<file path="config.mk">
export PLATFORM = sky130hd
export DESIGN_NAME = selftest_status_reg
export DESIGN_NICKNAME = d
export VERILOG_FILES = /design/src/rtl/selftest_status_reg.sv
export SDC_FILE = /design/constraint.sdc
export NUM_CORES = 1
export LEC_CHECK = 0
export BUFFER_PORTS_ARGS = -buffer_cell sky130_fd_sc_hd__buf_2
export CORE_UTILIZATION = 43
export DETAILED_ROUTE_END_ITERATION = 10
export GPL_ROUTABILITY_DRIVEN = 1
export PLACE_DENSITY_LB_ADDON = 0.08
export SLEW_MARGIN = 20
export SYNTH_ARGS = -nofsm -noshare
export SYNTH_HDL_FRONTEND = slang
export SYNTH_SLANG_ARGS = --single-unit
</file>
<file path="constraint.sdc">
create_clock -name clk -period 2.94 [get_ports clk]
set_clock_uncertainty 0.2 [all_clocks]
set_input_delay 0.882 -clock clk [delete_from_list [all_inputs] [get_ports clk]]
set_output_delay 0.882 -clock clk [all_outputs]
set_load 0.1 [all_outputs]
</file>
<file path="src/rtl/selftest_status_reg.sv">
module selftest_status_reg #(
  parameter int STEP_W = 5
) (
  input  logic              clk,
  input  logic              rst_n,
  input  logic              seq_err_evt,
  input  logic              tim_err_evt,
  input  logic              err_algo,
  input  logic [STEP_W-1:0] err_step,
  input  logic              eoc_evt,
  input  logic              eoc_is_selftest,
  input  logic              eoc_mask,
  input  logic              algo_a_done,
  input  logic              algo_b_done,
  input  logic              algo_a_wden,
  input  logic              algo_b_wden,
  input  logic              ovr_en,
  input  logic [5:0]        irq_mask,
  input  logic              map_seq,
  input  logic              map_tim,
  input  logic              wr_en,
  input  logic [5:0]        wr_data,
  output logic [5:0]        flags,
  output logic [STEP_W-1:0] step_a,
  output logic [STEP_W-1:0] step_b,
  output logic              irq,
  output logic              fault_crit,
  output logic              fault_noncrit
);
  localparam int F_SEQ = 0;
  localparam int F_TIM = 1;
  localparam int F_OVR = 2;
  localparam int F_EOC = 3;
  localparam int F_EOA = 4;
  localparam int F_EOB = 5;

  logic [5:0] clr, kept, flags_d;
  logic [1:0] err_evt;
  logic       any_err, pending, take;
  logic       set_eoc, set_eoa, set_eob;

  assign clr     = wr_en ? wr_data : 6'b0;
  assign kept    = flags & ~clr;
  assign err_evt = {tim_err_evt, seq_err_evt};
  assign any_err = |err_evt;
  assign pending = |kept[F_TIM:F_SEQ];
  assign take    = any_err && (!pending || ovr_en);
  assign set_eoc = eoc_evt && eoc_is_selftest && eoc_mask;
  assign set_eoa = algo_a_done && algo_a_wden;
  assign set_eob = algo_b_done && algo_b_wden;

  always_comb begin
    flags_d = kept;
    if (take) flags_d[F_TIM:F_SEQ] = err_evt;
    if (any_err && pending) flags_d[F_OVR] = 1'b1;
    if (set_eoc) flags_d[F_EOC] = 1'b1;
    if (set_eoa) flags_d[F_EOA] = 1'b1;
    if (set_eob) flags_d[F_EOB] = 1'b1;
  end

  always_ff @(posedge clk or negedge rst_n) begin
    if (!rst_n) begin
      flags  <= '0;
      step_a <= '0;
      step_b <= '0;
      irq    <= 1'b0;
    end else begin
      flags <= flags_d;
      irq   <= |(flags & irq_mask);
      if (take && !err_algo) step_a <= err_step;
      if (take &&  err_algo) step_b <= err_step;
    end
  end

  assign fault_crit    = (flags[F_SEQ] &&  map_seq) || (flags[F_TIM] &&  map_tim);
  assign fault_noncrit = (flags[F_SEQ] && !map_seq) || (flags[F_TIM] && !map_tim);


  irq_follows_mask_chk: assert property (@(posedge clk) disable iff (!rst_n)
    (|(flags & irq_mask)) |=> irq);


  irq_quiet_chk: assert property (@(posedge clk) disable iff (!rst_n)
    !(|(flags & irq_mask)) |=> !irq);


  w1c_eoc_chk: assert property (@(posedge clk) disable iff (!rst_n)
    (wr_en && wr_data[F_EOC] && !eoc_evt) |=> !flags[F_EOC]);


  overwrite_set_chk: assert property (@(posedge clk) disable iff (!rst_n)
    (any_err && pending) |=> flags[F_OVR]);


  discard_keeps_step_chk: assert property (@(posedge clk) disable iff (!rst_n)
    (any_err && pending && !ovr_en) |=> ($stable(step_a) && $stable(step_b)));


  eoa_gate_chk: assert property (@(posedge clk) disable iff (!rst_n)
    $rose(flags[F_EOA]) |-> $past(algo_a_done && algo_a_wden));


  eob_gate_chk: assert property (@(posedge clk) disable iff (!rst_n)
    $rose(flags[F_EOB]) |-> $past(algo_b_done && algo_b_wden));


  fault_exclusive_chk: assert property (@(posedge clk) disable iff (!rst_n)
    (fault_crit || fault_noncrit) |-> (flags[F_SEQ] || flags[F_TIM]));
endmodule

</file>
* Word level (Yosys, flattened, before mapping)
Index checks and enable logic that the tools add are counted.
** Cells by class
- Bitwise gates (word level) :: 3
- Reduce and logical (&&, ||, !) cells :: 22
- Mux-type cells :: 6
** Operator list (number)
- AND 6 bit :: 2
- logical AND 1 bit :: 12
- 2-to-1 mux 6 bit :: 1
- NOT 6 bit :: 1
- OR reduction 6 bit :: 1
- zero test 1 bit :: 4
- 2-to-1 mux 1 bit :: 4
- OR reduction 2 bit :: 2
- logical OR 1 bit :: 3
- 2-to-1 mux 2 bit :: 1
** Word-level totals
- Logic and storage cells :: 35
- Output and inout bits :: 19
- Flip-flop bits (word level) :: 17
- Input bits :: 33

* Longest topological paths before layout
Gate-level depths: netlist of run 1.
- Word-level depth :: 8
- Gate-level depth with buffers :: 5
- Mapped depth without buffers :: 4

* Worst setup path before layout of run 1
OpenSTA, ideal clock, no wires.
- Path type :: register -> output
- Start :: reg flags[1]
- End :: out fault_noncrit
- Arrival :: 2.603 ns
- Required time :: 1.858 ns
- Slack :: -0.745 ns
- Cell stages (with the launch flop) :: 3
- Path buffers :: 0
- Path through :: dfrtp_1 -> inv_1 -> o22ai_1
** Between the ends
- Word-level cells in the longest chain between the ends :: 2
** Ends and longest elaborated chain
- start: declaration :: RTL line 23 : output logic [5:0] flags,
- start signal: assignment :: RTL line 68 : flags <= flags_d;
- logical AND 1 bit :: RTL line 76 : assign fault_noncrit = (flags[F_SEQ] && !map_seq) || (flags[F_TIM] && !map_tim);
- logical OR 1 bit :: RTL line 76
- end: declaration :: RTL line 28 : output logic fault_noncrit
No other way between the ends.

* Final worst setup path of run 1
- Start :: in map_seq
- End :: out fault_crit
** Between the ends
- Word-level cells in the longest chain between the ends :: 2
** Ends and longest elaborated chain
- start: declaration :: RTL line 19 : input logic map_seq,
- logical AND 1 bit :: RTL line 75 : assign fault_crit = (flags[F_SEQ] && map_seq) || (flags[F_TIM] && map_tim);
- logical OR 1 bit :: RTL line 75
- end: declaration :: RTL line 27 : output logic fault_crit,
No other way between the ends.

==> impl_metrics.csv, run 1 <==
group,metric,value,unit
route,dr.first_iter.drc_count,8,
yosys,ys_ff_latch,17,
sta,worstMarginPinSlew,0.4884,ns
cts,tritoncts,"done",
sta,report.final.setup_viol,0,
final_layout,fillers,138,
worst_setup_path,reg2reg_from,"flags[1]$_DFF_PN0_",
run,drv_cap,0,
cts,clock_sinks,17,
sta,rsz0062_at_grt,"false",
sta,fin_ws,0.4066,ns
global_routing,grt_use_total,18.63,%
cts,hold_buffers,0,
yosys,synth_area_leaders,"dfrtp_1 (54%), mux2_4 (19%), a22o_1 (4.5%), nand2_1 (3.3%), a22oi_1 (2.9%)",
power_and_ir_drop,p_leak,0.0005895,µW
global_routing,gr-total-overflow,0,
yosys,synth.distinct_cells,17,
placed_design,hpwlAfterDp,1.321,mm
floorplan,die_width,44.75,µm
placed_design,gp_congestion,0.6520,
worst_setup_path,crit_path_end_kind,"output pin",
yosys,seq_area_frac_synth,54.14,%
route,drc_errors,0,
sta,hold_viol,0,
sta,fin_crit,2.533,ns
route,drt_wl_total,1.706,mm
sta,fmax,394.7,MHz
floorplan,dieHeight,44.75,µm
floorplan,io_pins,52,
worst_setup_path,crit_arrival,1.45,ns
global_routing,grt_pass1_vias,623,
floorplan,rows,15,
placed_design,io_buffers,51,
yosys,yosysWarnings,0,
route,via_per_inst,4.993,
cts,clkSlewWorstSetupHoldPaths,0.10,ns
sta,setup_tns,0,ns
sta,fin_crit_sh,86.17,%
cts,cts_root_buf,"clkbuf_4",
floorplan,core-area,1727,µm²
power_and_ir_drop,p_per_area,852.6,nW/µm²
global_routing,grt_pass1_wl,2.580,mm
global_routing,antenna_found_initial,0,
cts,ctsResizeCount,0,
yosys,synth.largest_area_cell,"dfrtp_1",
cts,cts_max_path_buffers,2,
yosys,synth_top_cell_area_share,54.14,%
route,vias,679,
cts,post_cts_buffers,0,
yosys,syn_inst,58,
cts,htreeDepth,1,
worst_hold_path,hp-class,"in2async",
floorplan,dieArea,2002,µm²
final_layout,diodes,0,
route,antenna_left,0,
global_routing,grt_max_degree,18,
worst_setup_path,critPathMaxFanout,2,
cts,clk_latency,0.29,ns
worst_setup_path,cp-start-kind,"primary input",
placed_design,pre_cts_ws,0.4072,ns
worst_setup_path,required,1.86,ns
worst_setup_path,critical_path_class,"in2out",
worst_setup_path,crit_start,"map_seq",
final_layout,area_growth,42.83,%
cts,numCtsBuffers,3,
yosys,synth_nets,91,
yosys,avgSynthCellArea,13.55,µm²
floorplan,initial_core_util,45.51,%
power_and_ir_drop,vdd_drop_max,528.5,µV
route,drt_pre_antenna_iters,4,
sta,slew_violations,0,
outcome,status,"finished, final reports clean",
sta,slew_headroom,67.66,%
final_layout,drive_gt1_share,61.26,%
final_layout,fin_nets,145,
route,avgRoutedWirePerCell,12.54,µm
yosys,mappedNetlistArea,785.8,µm²
-- cell usage after synthesis --
| library cell | count |
|---|---|
| o22ai_1 | 1 |
| a31o_1 | 1 |
| a22oi_1 | 3 |
| o21bai_1 | 1 |
| and3b_1 | 1 |
| nand2b_1 | 2 |
| mux2_4 | 10 |
| buf_6 | 2 |
| a22o_1 | 4 |
| nand3_1 | 2 |
| nand2_1 | 7 |
| dfrtp_1 | 17 |
| a32o_1 | 2 |
| inv_1 | 2 |
| or2_2 | 1 |
| a221o_1 | 1 |
| and3_1 | 1 |
-- cell type report --
class / instances / area [µm²] / area share, %
Clock buffer: 3 / 22.52 / 2.007
Clock inverter: 1 / 5.005 / 0.4459
Inverter: 2 / 7.507 / 0.6689
Multi-Input combinational cell: 37 / 345.3 / 30.77
Sequential cell: 17 / 425.4 / 37.90
Tap cell: 25 / 31.28 / 2.787
Timing Repair Buffer: 51 / 285.3 / 25.42
-- layout by cell type (no fill, tap or decap), types with 3 or more instances in the layout --
master,synthesis,layout
buf_2,0,49
dfrtp_1,17,17
mux2_4,10,10
nand2_1,7,7
a22oi_1,3,3
a22o_1,4,3
clkbuf_4,0,3
-- logic make-up after synthesis --
kind of cell / synth area share [%]
buffers and inverters: 3.822
multiplexers: 19.11
AO/OA/AOI/OAI: 14.01
flip-flops: 54.14
AND/OR/NAND/NOR: 8.919
-- power breakdown --
part | switching [µW] | internal [µW] | leakage [µW]
logic | 406 | 122 | 0.000377
registers | 27.8 | 275 | 0.000195
clock network | 75.5 | 50.6 | 0.0000177
total | 509 | 448 | 0.000590
-- final timing paths --
path                                         endpoint  slack, ns  cells after the start
worst min register to register  step_b[2]$_DFFE_PN0P_       0.32                      1
worst min-delay path            step_a[4]$_DFFE_PN0P_       0.29                      1
worst max register to register  step_a[3]$_DFFE_PN0P_       0.99                      4
worst max-delay path                       fault_crit       0.41                      3
max in group asynchronous       step_b[1]$_DFFE_PN0P_       1.98                      1
min in group clk                step_b[2]$_DFFE_PN0P_       0.32                      1
-- worst max-delay path, cell delays in order --
cell and delay [ns]:
buf_2 0.12, a22o_2 0.28, buf_12 0.17
-- per-layer routing --
metal	track usage [%]	routed length, µm	vias to the layer above
li1	-	-	320
met2	30.59	824	32
met5	0	0	-
met4	10.91	36	0
met1	21.74	748	322
met3	5.200	96	5
-- state kept, by name, summed over array words and instances (netlist names) --
name    count
flags       6
irq         1
step_a      5
step_b      5
-- through the flow --
step | utilization, % | instance area, µm² | power, µW | cells | hold slack (ns)
2_1_floorplan | - | 800.8 | 734.6 | 58 | 0.3864
3_3_place_gp | 63.41 | 1095 | 832.7 | 132 | 0.2862
3_5_place_dp | 63.41 | 1095 | 837.2 | 132 | 0.2904
4_1_cts | 65.00 | 1122 | 964.3 | 136 | 0.2971
5_1_grt | 65.00 | 1122 | 998.5 | 136 | 0.2964
6_report | 65.00 | 1122 | 956.9 | 136 | 0.2887
Note: power is estimated with default switching activity, not from simulation.
==> run 2: changes to the inputs <==
- ABC_AREA: unset -> 1
==> impl_metrics.csv, run 2 <==
group,metric,value,unit
yosys,synth_area_leaders,"dfrtp_1 (54%), nand2_1 (19%), nand4_1 (8.8%), a22o_1 (4.5%), nand3_2 (2.5%)",
worst_setup_path,crit_arrival,1.43,ns
worst_setup_path,cp_num_buf_inv,2,
yosys,synth_nets,120,
yosys,synth_most_common_cell,"nand2_1",
final_layout,instances_no_fill,165,
cts,cts_root_buf,"clkbuf_4",
worst_setup_path,critical_path_class,"in2out",
worst_setup_path,reg2reg_from,"flags[1]$_DFF_PN0_",
sta,worstMarginPinSlew,0.4887,ns
sta,hold_viol,0,
yosys,synth.largest_area_cell,"dfrtp_1",
worst_setup_path,critPathMaxFanout,2,
yosys,seq_area_frac_synth,54.14,%
power_and_ir_drop,p_leak,0.0006394,µW
sta,report.final.setup_viol,0,
route,drt_pre_antenna_iters,3,
placed_design,hpwlAfterDp,1.452,mm
placed_design,gp_congestion,0.6998,
cts,clk_latency,0.28,ns
floorplan,die_width,44.75,µm
power_and_ir_drop,p_per_area,813.4,nW/µm²
placed_design,io_buffers,51,
global_routing,grt_max_degree,18,
final_layout,area_growth,42.99,%
worst_setup_path,crit_path_end_kind,"output pin",
sta,fin_crit,2.515,ns
worst_setup_path,required,1.86,ns
route,avgRoutedWirePerCell,11.15,µm
sta,setup_tns,0,ns
worst_setup_path,r2r-end,"step_b[3]$_DFFE_PN0P_",
route,via_per_inst,4.970,
yosys,async_reset_ff_share,100.0,%
worst_setup_path,r2r_setup_slack,1.55,ns
worst_hold_path,hp-class,"reg2reg",
global_routing,gr-total-overflow,0,
worst_hold_path,whs_endpoint,"step_a[4]$_DFFE_PN0P_",
global_routing,grt_pass1_wl,2.808,mm
floorplan,initial_core_util,45.51,%
cts,numCtsBuffers,3,
sta,slew_headroom,67.64,%
route,dr.first_iter.drc_count,5,
floorplan,rows,15,
floorplan,core-area,1727,µm²
global_routing,antenna_found_initial,0,
worst_setup_path,path_delay_family,"buffers and inverters",
cts,clkSlewWorstSetupHoldPaths,0.09,ns
sta,fin_crit_sh,85.54,%
yosys,avgSynthCellArea,9.032,µm²
final_layout,drive_gt1_share,42.14,%
yosys,ys_ff_latch,17,
global_routing,grt_pass1_vias,711,
placed_design,place_inst,161,
final_layout,multi_input_area,336.6,µm²
yosys,synth_commonest_cells,"nand2_1 (39), dfrtp_1 (17), nand4_1 (11)",
final_layout,final_common_cell,"buf_2",
cts,cts_max_path_buffers,2,
outcome,status,"finished, final reports clean",
yosys,synth_edf_count,0,
yosys,mappedNetlistArea,785.8,µm²
route,drc_errors,0,
final_layout,fin_nets,174,
sta,rsz0062_at_grt,"false",
floorplan,dieArea,2002,µm²
floorplan,io_pins,52,
worst_hold_path,worst_hold_startpoint,"step_a[4]$_DFFE_PN0P_",
final_layout,top_register,"flags",
final_layout,largest_reg_flops,6,
yosys,synthFlopType,"dfrtp_1",
cts,post_cts_buffers,0,
sta,slew_violations,0,
power_and_ir_drop,vdd_drop_max,524.3,µV
route,antenna_left,0,
worst_setup_path,slowest_stage,"a22o_1",
yosys,synth.distinct_cells,15,
yosys,yosysWarnings,0,
cts,clock_sinks,17,
final_layout,regArea,425.4,µm²
global_routing,grt_use_total,19.61,%
final_layout,reg_top3,"flags (6), step_a (5), step_b (5)",
worst_setup_path,cp-start-kind,"primary input",
floorplan,dieHeight,44.75,µm
run,drv_cap,0,
yosys,syn_inst,87,
route,vias,820,
final_layout,fillers,166,
cts,htreeDepth,1,
sta,fmax,397.6,MHz
cts,tritoncts,"done",
route,drt_wl_total,1.839,mm
worst_setup_path,crit_chain,"buf_2 > a22o_1 > buf_12",
final_layout,final_cell_mix,"buf_2 (49), nand2_1 (39), dfrtp_1 (17), nand4_1 (11), inv_1 (5)",
yosys,synth_top_cell_area_share,54.14,%
cts,hold_buffers,0,
cts,ctsResizeCount,0,
worst_setup_path,max_stage_delay,0.26,ns
final_layout,diodes,0,
worst_setup_path,reg2reg_depth,6,
worst_hold_path,hold_depth,2,
[run 2: changes by cell type in the layout (fill, tap and decap cells not counted), moves of 2 or more]
cell,change
mux2_4,-10
nand2b_1,-2
nand2_1,+32
inv_1,+3
nand3_2,+2
nand4_1,+11
a22oi_1,-3
[run 2: worst min-delay path, cell delays in order, from the launching register on]
cell and delay [ns]:
dfrtp_1 0.35, nand2_1 0.05, nand2_1 0.05
[run 2: area by class of cell]
| cell class | instances | share of cell area, % |
|---|---|---|
| inverters | 5 | 1.670 |
| well taps | 25 | 2.784 |
| clock buffers | 4 | 2.339 |
| repair buffers | 51 | 25.39 |
| multi-input cells | 63 | 29.96 |
| flip-flops and latches | 17 | 37.86 |
[run 2: worst max-delay path by stage]
stage / start / end / slack (ns) / cells past startpoint
2_1_floorplan: flags[1]$_DFF_PN0_ / fault_crit / 0.006 / 1
3_3_place_gp: map_tim / fault_crit / 0.43 / 3
3_5_place_dp: map_tim / fault_crit / 0.42 / 3
4_1_cts: map_tim / fault_crit / 0.42 / 3
5_1_grt: map_tim / fault_crit / 0.41 / 3
6_report: map_tim / fault_crit / 0.43 / 3
[run 2: logic make-up (layout without fill, tap and decap cells)]
| kind of cell | count (synthesis) | in the layout | synth area share, % |
|---|---|---|---|
| AO/OA/AOI/OAI | 6 | 6 | 6.529 |
| buffers and inverters | 7 | 60 | 4.776 |
| AND/OR/NAND/NOR | 57 | 57 | 34.56 |
| flip-flops | 17 | 17 | 54.14 |
[run 2: metrics by stage]
stage / power [µW] / cell area [µm²] / hold slack (ns) / util [%] / worst slack, ns
floorplan: 695.7 / 799.5 / 0.3864 / - / 0.006417
CTS: 921.8 / 1124 / 0.2813 / 65.07 / 0.4234
finish: 913.9 / 1124 / 0.2759 / 65.07 / 0.4252
global placement: 793.0 / 1097 / 0.2510 / 63.55 / 0.4307
global route: 951.2 / 1124 / 0.3033 / 65.07 / 0.4125
detailed placement: 799.2 / 1097 / 0.2572 / 63.55 / 0.4237
[run 2: metal layers]
layer  up-vias  track usage [%]  routed length, µm
met5         -                0                  0
met4         0            10.91                 12
met3         2            3.600                128
met2        31            34.12                897
met1       382            22.75                801
li1        405                -                  -
[run 2: report_power, final]
group | switching (µW) | internal [µW] | total (µW)
combinational | 404 | 91.1 | 495
clock | 69.4 | 52.7 | 122
sequential | 24.1 | 272 | 296
==> run 3: changes to the inputs <==
- MAX_ROUTING_LAYER: unset -> met4
- PLACE_DENSITY: unset -> 0.85
- PLACE_DENSITY_LB_ADDON: 0.08 -> unset
==> impl_metrics.csv, run 3 (synthesis results as in run 2) <==
group,metric,value,unit
placed_design,hpwlAfterDp,1.479,mm
global_routing,grt_pass1_vias,685,
route,drt_wl_total,1.835,mm
power_and_ir_drop,power,913.7,µW
route,drc_errors,0,
worst_setup_path,required,1.86,ns
route,dr.first_iter.drc_count,10,
worst_setup_path,critPathMaxFanout,2,
final_layout,final_common_cell,"buf_2",
final_layout,top_register,"flags",
power_and_ir_drop,p_leak,0.0006421,µW
cts,clk_latency,0.28,ns
sta,report.final.setup_viol,0,
global_routing,grt_max_degree,18,
worst_hold_path,hp-class,"reg2reg",
final_layout,fillers,165,
placed_design,gp_congestion,0.7554,
route,via_per_inst,4.909,
final_layout,diodes,0,
final_layout,area_growth,43.15,%
sta,slew_violations,0,
route,antenna_left,0,
worst_setup_path,slowest_stage,"a22o_1",
global_routing,grt_use_total,19.26,%
global_routing,gr-total-overflow,0,
cts,cts_root_buf,"clkbuf_4",
final_layout,regArea,425.4,µm²
sta,slew_headroom,67.77,%
floorplan,die_width,44.75,µm
cts,htreeDepth,1,
sta,rsz0062_at_grt,"false",
worst_setup_path,reg2reg_from,"flags[1]$_DFF_PN0_",
placed_design,place_inst,161,
cts,clock_sinks,17,
global_routing,antenna_found_initial,0,
global_routing,busiest_layer,"met2",
cts,clkSlewWorstSetupHoldPaths,0.10,ns
floorplan,rows,15,
cts,post_cts_buffers,0,
cts,numCtsBuffers,3,
final_layout,postLayoutCoreUtil,65.14,%
final_layout,drive_gt1_share,42.86,%
worst_hold_path,worst_hold_startpoint,"step_a[1]$_DFFE_PN0P_",
route,drt_pre_antenna_iters,4,
final_layout,fin_nets,174,
route,vias,810,
cts,hold_buffers,0,
global_routing,grt_use_met3,3.200,%
global_routing,gr-usage-met1,21.75,%
floorplan,core-area,1727,µm²
sta,worstMarginPinSlew,0.4868,ns
floorplan,initial_core_util,45.51,%
outcome,status,"finished, final reports clean",
final_layout,largest_reg_flops,6,
sta,fin_crit,2.514,ns
final_layout,reg_top3,"flags (6), step_a (5), step_b (5)",
sta,fin_crit_sh,85.50,%
worst_setup_path,crit_path_end_kind,"output pin",
sta,fmax,397.8,MHz
floorplan,io_pins,52,
final_layout,instances_no_fill,165,
worst_setup_path,crit_start,"map_tim",
cts,cts_max_path_buffers,2,
worst_setup_path,crit_arrival,1.43,ns
sta,holdWs,0.2831,ns
route,avgRoutedWirePerCell,11.12,µm
final_layout,multi_input_area,336.6,µm²
cts,ctsResizeCount,0,
floorplan,dieHeight,44.75,µm
power_and_ir_drop,p_per_area,812.3,nW/µm²
global_routing,grt_use_met2,34.12,%
global_routing,grt_pass1_wl,2.684,mm
floorplan,dieArea,2002,µm²
worst_setup_path,crit_chain,"buf_2 > a22o_1 > buf_12",
worst_setup_path,cp-start-kind,"primary input",
final_layout,final_cell_mix,"buf_2 (49), nand2_1 (39), dfrtp_1 (17), nand4_1 (11), inv_1 (5)",
sta,hold_viol,0,
worst_setup_path,critical_path_class,"in2out",
run,drv_cap,0,
sta,setup_tns,0,ns
placed_design,io_buffers,51,
power_and_ir_drop,vdd_drop_max,568.0,µV
cts,tritoncts,"done",
worst_setup_path,max_stage_delay,0.26,ns
==> run 3: cell types whose count changed in the layout (fill, tap and decap cells not counted) <==
cell      before  now
clkinv_2       0    1
clkbuf_1       1    0
==> run 3: worst max-delay path: cells and delay by family <==
family	cells	cell delay, ns
AO/OA/AOI/OAI	1	0.26
buffers and inverters	2	0.29
==> run 3: metal layers <==
| metal | routed length (µm) | vias up | part of all wire (%) |
|---|---|---|---|
| met5 | 0 | - | 0 |
| met4 | 0 | 0 | 0 |
| met3 | 153 | 0 | 8.3 |
| met2 | 892 | 41 | 49 |
| met1 | 789 | 369 | 43 |
| li1 | - | 400 | - |
==> run 3: cell type report <==
type / instances / area share [%]
tap: 25 / 2.781
clock inverter: 1 / 0.4449
inverter: 5 / 1.669
sequential: 17 / 37.82
timing repair buffer: 51 / 25.36
multi-input combinational: 63 / 29.92
clock buffer: 3 / 2.002
==> run 3: per-stage QoR <==
step	instance area [µm²]	worst slack, ns
global route	1125	0.4198
global placement	1097	0.4263
detailed placement	1097	0.4247
floorplan	799.5	0.006417
finish	1125	0.4263
CTS	1125	0.4244
==> run 3: worst paths after layout <==
| check | to | slack (ns) | depth (start not counted) |
|---|---|---|---|
| max | fault_crit | 0.43 | 3 |
| min | step_a[1]$_DFFE_PN0P_ | 0.28 | 2 |
| max reg2reg | step_a[2]$_DFFE_PN0P_ | 1.57 | 6 |
| min reg2reg | step_a[1]$_DFFE_PN0P_ | 0.28 | 2 |
| max in group asynchronous | step_b[1]$_DFFE_PN0P_ | 1.98 | 1 |
| min in group asynchronous | flags[0]$_DFF_PN0_ | 0.30 | 1 |
==> run 3: power breakdown <==
part           total, µW  internal, µW  switching (µW)
clock                120          50.4            69.8
combinational        494          91.1             403
sequential           299           272            26.5
total                914           414             500
